**src/rtl/led_access_seq.sv**
```systemverilog
`timescale 1ns/1ps
module led_access_seq #(
  parameter int NODE_ID = 0,
  parameter int LED_W   = 4
) (
  input  logic             clk,
  input  logic             rst_n,
  input  logic             btn,
  input  logic [LED_W-1:0] led_val,
  output logic [31:0]      tx_data,
  output logic             tx_valid,
  input  logic             tx_ready,
  input  logic [31:0]      rx_data,
  input  logic             rx_valid,
  output logic             rx_ready,
  output logic [LED_W-1:0] led_data,
  output logic             led_we,
  output logic             err
);
  localparam logic [7:0] CH_B    = 8'h42;
  localparam logic [7:0] CH_L    = 8'h4C;
  localparam logic [7:0] CH_A    = 8'h41;
  localparam logic [7:0] CH_ZERO = 8'h30;
  localparam logic [7:0] CH_NODE = 8'(8'h30 + NODE_ID);

  localparam logic [31:0] MSG_B = {8'h00, CH_ZERO, CH_NODE, CH_B};
  localparam logic [31:0] MSG_L = {8'h00, CH_ZERO, CH_NODE, CH_L};
  localparam logic [31:0] ACK_B = {8'h00, CH_B, CH_NODE, CH_A};
  localparam logic [31:0] ACK_L = {8'h00, CH_L, CH_NODE, CH_A};

  typedef enum logic [2:0] {S_IDLE, S_SEND_B, S_WAIT_B, S_SEND_L, S_WAIT_L} state_t;

  state_t           st;
  logic             btn_q;
  logic [LED_W-1:0] pend;

  assign tx_valid = (st == S_SEND_B) || (st == S_SEND_L);
  assign tx_data  = (st == S_SEND_L) ? MSG_L : MSG_B;
  assign rx_ready = (st == S_WAIT_B) || (st == S_WAIT_L);

  always_ff @(posedge clk) begin
    if (!rst_n) begin
      st       <= S_IDLE;
      btn_q    <= 1'b0;
      pend     <= '0;
      led_data <= '0;
      led_we   <= 1'b0;
      err      <= 1'b0;
    end else begin
      btn_q  <= btn;
      led_we <= 1'b0;
      err    <= 1'b0;
      case (st)
        S_IDLE:
          if (btn && !btn_q) begin
            pend <= led_val;
            st   <= S_SEND_B;
          end
        S_SEND_B:
          if (tx_ready) st <= S_WAIT_B;
        S_WAIT_B:
          if (rx_valid) begin
            if (rx_data == ACK_B) begin
              led_data <= pend;
              led_we   <= 1'b1;
              st       <= S_SEND_L;
            end else begin
              err <= 1'b1;
              st  <= S_IDLE;
            end
          end
        S_SEND_L:
          if (tx_ready) st <= S_WAIT_L;
        S_WAIT_L:
          if (rx_valid) begin
            if (rx_data != ACK_L) err <= 1'b1;
            st <= S_IDLE;
          end
        default: st <= S_IDLE;
      endcase
    end
  end
endmodule

```
**config.mk**
```make
export PLATFORM = sky130hd
export DESIGN_NAME = led_access_seq
export DESIGN_NICKNAME = d
export VERILOG_FILES = /design/src/rtl/led_access_seq.sv
export SDC_FILE = /design/constraint.sdc
export NUM_CORES = 1
export LEC_CHECK = 0
export ABC_AREA = 1
export BUFFER_PORTS_ARGS = -buffer_cell sky130_fd_sc_hd__buf_4
export CAP_MARGIN = 40
export CORE_ASPECT_RATIO = 1.75
export CORE_MARGIN = 2
export CORE_UTILIZATION = 35
export DETAILED_ROUTE_END_ITERATION = 6
export PLACE_DENSITY_LB_ADDON = 0.1
export SYNTH_ARGS = -nofsm -noshare
export SYNTH_HDL_FRONTEND = slang
export SYNTH_SLANG_ARGS = --single-unit
```
**constraint.sdc**
```tcl
create_clock -name clk -period 1.62 [get_ports clk]
set_clock_uncertainty 0.15 [all_clocks]
set_input_delay 0.162 -clock clk [delete_from_list [all_inputs] [get_ports clk]]
set_output_delay 0.162 -clock clk [all_outputs]
set_load 0.01 [all_outputs]
```
==> results of run 1 <==
## per-layer routing
metal,vias up,GRT usage,share of wire
li1,619,-,-
met1,480,0.135,0.33
met2,43,0.322,0.59
met3,5,0.0136,0.060
met4,0,0.0750,0.022
met5,-,0,0
## per-stage QoR
step           total power, W  std cells  cell area [um^2]  hold WS (ns)  setup WS [ns]
2_1_floorplan        0.000896        213              1240         0.105          0.240
3_3_place_gp          0.00105        277              1450         0.202          0.194
3_5_place_dp          0.00105        277              1450         0.203          0.170
4_1_cts               0.00141        283              1530        0.0121         0.0832
5_1_grt               0.00150        283              1530        0.0599         0.0797
6_report              0.00140        283              1530        0.0151          0.155
## worst max-delay path, delay by kind of cell, from the launching register on
kind	cells	cell delay, ns
flip-flops	1	0.35
buffers and inverters	1	0.11
AND/OR/NAND/NOR	3	0.44
## flip-flops by register name, summed over array words and instances (netlist names)
register  count
pend          4
led_data      4
led_we        1
err           1
btn_q         1
st            3
## layout make-up
type / count / area [um^2] / area share
Clock buffer: 4 / 55.1 / 0.0360
Inverter: 30 / 113 / 0.0737
Multi-Input combinational cell: 139 / 623 / 0.408
Sequential cell: 14 / 280 / 0.183
Tap cell: 43 / 53.8 / 0.0352
Timing Repair Buffer: 53 / 403 / 0.264
## synth_stat cells
| cell type | number |
|---|---|
| o211ai_1 | 1 |
| nand3_2 | 2 |
| nor2_1 | 31 |
| nand3_1 | 10 |
| nor3_1 | 1 |
| nand2_4 | 1 |
| nand2_2 | 2 |
| a22oi_1 | 1 |
| nand2_1 | 36 |
| and3_1 | 1 |
| o21ai_0 | 5 |
| inv_2 | 2 |
| dfxtp_1 | 14 |
| a21oi_1 | 8 |
| conb_1 | 2 |
| inv_1 | 28 |
| nor2_4 | 1 |
| nor4_1 | 1 |
| nand4_1 | 5 |
| nor2_2 | 3 |
| buf_4 | 30 |
| nand3b_1 | 1 |
## path summary, 6_finish.rpt
check / to / slack (ns) / cells after the start
worst max-delay path: rx_ready / 0.15 / 4
worst max register to register: led_data[0] / 0.21 / 6
worst min register to register: led_data[2] / 0.31 / 2
worst min-delay path: pend[3] / 0.02 / 3
## kinds of logic after synthesis
| family | count (synthesis) | share of synthesized area |
|---|---|---|
| AOI/OAI and AO/OA | 15 | 0.0704 |
| DFF | 14 | 0.246 |
| and+or+nand+nor | 95 | 0.380 |
| other | 2 | 0.00660 |
| buffers and inverters | 60 | 0.297 |
## what timing repair did
action	CTS	global route
resized for setup	0	1
hold buffers	2	0
endpoints found under the hold margin	1	0
setup endpoints to repair	0	2
## placed cells by master (no fill, tap or decap), types with 4 or more instances in the layout
cell	n
nor2_2	4
inv_1	28
a21oi_1	8
nand3_1	10
nand2_1	36
dfxtp_1	14
conb_1	29
clkbuf_8	4
nand4_1	5
o21ai_0	5
buf_4	51
nor2_1	30
## power groups by stage
stage | combinational, W | clock (W) | sequential, W
final | 0.000592 | 0.000346 | 0.000462
after global routing | 0.000665 | 0.000361 | 0.000471
after CTS | 0.000591 | 0.000355 | 0.000460
after detailed placement | 0.000586 | 0 | 0.000467
after global placement | 0.000586 | 0 | 0.000468
after floorplan | 0.000436 | 0 | 0.000460
==> metrics.txt, run 1 <==
status=finished clean; clock-pin slew on the worst setup and hold paths=about 0.060 ns; largest net degree at the start of global routing=9; Yosys reg bits=14; Vias=~1100; CP Data Arrival Time=about 1.2 ns; 1st-iter DRT viols=12; final hold vios=0; Antenna Nets Post-Route=0; Placement Rows=27; area leader, netlist=dfxtp_1; root cell of the clock tree=clkbuf_8; GRT overflow=0; Yosys top cell area share=0.246; kind of end point of the critical path=output pin; Sequential Power Share=0.330; Fmax achieved=approximately 700 MHz; critical path's largest stage delay=between 0.3 and 0.4 ns; dpl hpwl=approximately 2.3 mm; CTS Buf Count=3; Die ar.=around 0.0037 mm^2; nets=~280; wire length per cell=just under 10 um; initial antenna violation count=0; Post-CTS Setup Repair Bufs=0; PwrDens=916 mW/mm^2; CTS max path bufs=2; NetSw=around 0.00052 W; Clock Latency Late Sink=0.25 ns; Fill cells=361; IO Count=81; Syn-to-layout area delta=34.3%; Chip Width=47.1 um; first-pass GRT wire length=between 4 and 5 mm; CP Launch Type=register; Synth Instances=186; Data required, critical path=between 1 and 1.5 ns; worst reg2reg startpoint=st[2]; post-route minimum period=1.47 ns; Starting Density=0.362; GRT Total Usage=0.158; Hold Path Class=input port to register; Setup crit start=st[1]; worst hold start=led_val[3]; cell area after synthesis=between 0.001 and 0.0015 mm^2; WL final=2.75 mm; Pre-Repair DR Iteration Count=4; top post-synthesis cells by area=dfxtp_1 (25%), buf_4 (20%), nand2_1 (12%); GPL Wtd Cong=0.729; clock sinks=14; layout cell share with drive strength beyond 1=0.279; residual DRC count=0; antenna cells=0; share of the core filled with cells=0.486; internal power consumption=0.000875 W; Sw Ratio=0.375; CP Max Fanout=4; Total Neg Setup Slack=0 ns; Gate power share=0.423; ratio of final minimum period to clock period=0.905; library cells used by synthesis=22; H-Tree Depth=1; clock network fraction of total power=0.247; TritonCTS clock tree=done; vias in the first global route=approximately 1100; CP Class=register to output pin; RSZ-0062 raised after global routing=no; critical path's slowest cell=dfxtp_1; die height=79.4 um; final max-slew violation count=0; Seq/Total Area, Yosys=0.246; number of max-cap violations=0; CORE AREA=approximately 0.0031 mm^2; PortBufs=between 50 and 60; synth warn=0; maximum vdd drop=around 0.83 mV; final setup vio count=0; Static Leak=0.816 nW; via density per instance=4.05; Synth Area per Inst=~6.1 um^2; crit-path cells=nor2_2, nand2_2, nand2_4, buf_4
Note: power is estimated with default switching activity, not from simulation.
==> run 2, diff against run 1 <==
--- a/config.mk
+++ b/config.mk
@@ -6,11 +6,13 @@
 export NUM_CORES = 1
 export LEC_CHECK = 0
 export ABC_AREA = 1
-export BUFFER_PORTS_ARGS = -buffer_cell sky130_fd_sc_hd__buf_4
+export BUFFER_PORTS_ARGS = -buffer_cell sky130_fd_sc_hd__buf_2
 export CAP_MARGIN = 40
+export CELL_PAD_IN_SITES_DETAIL_PLACEMENT = 0
+export CELL_PAD_IN_SITES_GLOBAL_PLACEMENT = 1
 export CORE_ASPECT_RATIO = 1.75
 export CORE_MARGIN = 2
-export CORE_UTILIZATION = 35
+export CORE_UTILIZATION = 25
 export DETAILED_ROUTE_END_ITERATION = 6
 export PLACE_DENSITY_LB_ADDON = 0.1
 export SYNTH_ARGS = -nofsm -noshare
==> metrics.txt, run 2 (synthesized netlist as in run 1, its figures left out) <==
status=finished clean; Sequential Power Share=0.345 (+0.015); nets=281 (-0.35%); commonest non-fill, non-tap cells in the layout=buf_2 (51), nand2_1 (36), nor2_1 (30); worst-case hold slack=0.0211 ns (+0.00599 ns); Fill cells=519 (+44%); Syn-to-layout area delta=23.1%; TritonCTS clock tree=done; CP Max Fanout=4 (unchanged); die height=93.2 um (+17%); final max-slew violation count=0 (unchanged); layout cell share with drive strength beyond 1=0.280 (+0.00117); ratio of final minimum period to clock period=0.910 (+0.00525); internal power consumption=0.000827 W (-5.5%); Chip Width=55.0 um (+17%); Placement Rows=32 (+19%); CP Data Arrival Time=1.16 ns (about the same); largest registers=led_data: 4 flops, pend: 4 flops, st: 3 flops; non-filler instance count after layout=290 (+2.5%); clock sinks=14 (unchanged); residual DRC count=0 (unchanged); final hold vios=0 (unchanged); Static Leak=0.777 nW (-4.7%); CP Launch Type=register; CTS Buf Count=3 (unchanged); IO Count=81 (unchanged); 1st-iter DRT viols=8 (-4); Data required, critical path=1.31 ns (about the same); Die ar.=0.00513 mm^2 (+37%); GPL Wtd Cong=0.765 (+4.8%); initial antenna violation count=0 (unchanged); PortBufs=51 (unchanged); kind of end point of the critical path=output pin; CORE AREA=0.00440 mm^2 (+40%); largest net degree at the start of global routing=9 (unchanged); post-route minimum period=1.47 ns (+0.00851 ns); Design Area, Final=0.00140 mm^2 (-8.4%); GRT Total Usage=0.116 (-0.0421); Fmax achieved=679 MHz (-0.58%); via density per instance=3.90 (-3.7%); antenna cells=0 (unchanged); Antenna Nets Post-Route=0 (unchanged); root cell of the clock tree=clkbuf_8; Clock Latency Late Sink=0.24 ns (about the same); dpl cell area=0.00133 mm^2 (-8.1%); WL final=2.72 mm (-1.0%); Total Neg Setup Slack=0 ns (unchanged); CTS max path bufs=2 (unchanged); H-Tree Depth=1 (unchanged); Hold Path Class=input port to register; Sw Ratio=0.384 (+0.00936); clock-pin slew on the worst setup and hold paths=0.06 ns (about the same); first-pass GRT wire length=4.47 mm (+2.9%); final setup vio count=0 (unchanged); Starting Density=0.258 (-0.104); number of max-cap violations=0 (unchanged); maximum vdd drop=0.487 mV (-41%); vias in the first global route=1120 (-0.53%); NetSw=0.000516 W (-1.7%); wire length per cell=9.37 um (-3.4%); commonest non-fill, non-tap cell in the layout=buf_2; Pre-Repair DR Iteration Count=6 (+2); placed insts=285 (+2.9%); dpl hpwl=2.45 mm (+4.8%); Vias=1132 (-1.3%); GRT overflow=0 (unchanged); clock network fraction of total power=0.252 (+0.005); Gate power share=0.403 (-0.020); PwrDens=959 mW/mm^2 (+4.7%); CP Class=register to output pin; RSZ-0062 raised after global routing=no
run 2: final timing paths:
kind          startpoint     endpoint  slack [ns]  cells after the start
max                st[1]     rx_ready        0.15                      4
min           led_val[2]      pend[2]        0.02                      3
max reg2reg        st[2]  led_data[1]        0.23                      6
min reg2reg  led_data[2]  led_data[2]        0.31                      2
run 2: final cells by class:
cell class,count,area (um^2),share of cell area
inverter,30,113,0.0804
sequential,14,280,0.200
timing repair buffer,52,265,0.189
tap,51,63.8,0.0456
clock buffer,4,55.1,0.0393
multi-input combinational,139,623,0.445
run 2: repair_timing:
action                                  CTS  global route
hold buffers                              1             0
setup buffers                             0             0
endpoints found under the setup margin    0             2
gates resized for setup                   0             1
hold endpoints to repair                  1             0
run 2: per-layer routing:
metal	part of all wire	global-route usage
met1	0.33	0.113
met2	0.59	0.222
met3	0.065	0.0208
met4	0.017	0.0447
met5	0	0
run 2: power groups by stage:
stage | Sequential (W) | Combinational (W) | Clock, W
floorplan | 0.000460 | 0.000436 | 0
global placement | 0.000471 | 0.000553 | 0
detailed placement | 0.000470 | 0.000544 | 0
CTS | 0.000463 | 0.000547 | 0.000350
global route | 0.000474 | 0.000635 | 0.000368
finish | 0.000463 | 0.000542 | 0.000339
run 2: critical path, cell delays in order, from the launching register on:
cell and delay (ns):
dfxtp_1 0.36, nor2_2 0.21, nand2_2 0.12, nand2_4 0.09, buf_2 0.13
run 2: per-stage QoR:
stage / power [W] / setup WS, ns / util
final: 0.00134 / 0.146 / 0.318
after global placement: 0.00102 / 0.176 / 0.303
after global routing: 0.00148 / 0.0328 / 0.318
after detailed placement: 0.00101 / 0.199 / 0.303
after CTS: 0.00136 / 0.0491 / 0.317
after floorplan: 0.000896 / 0.240 / -
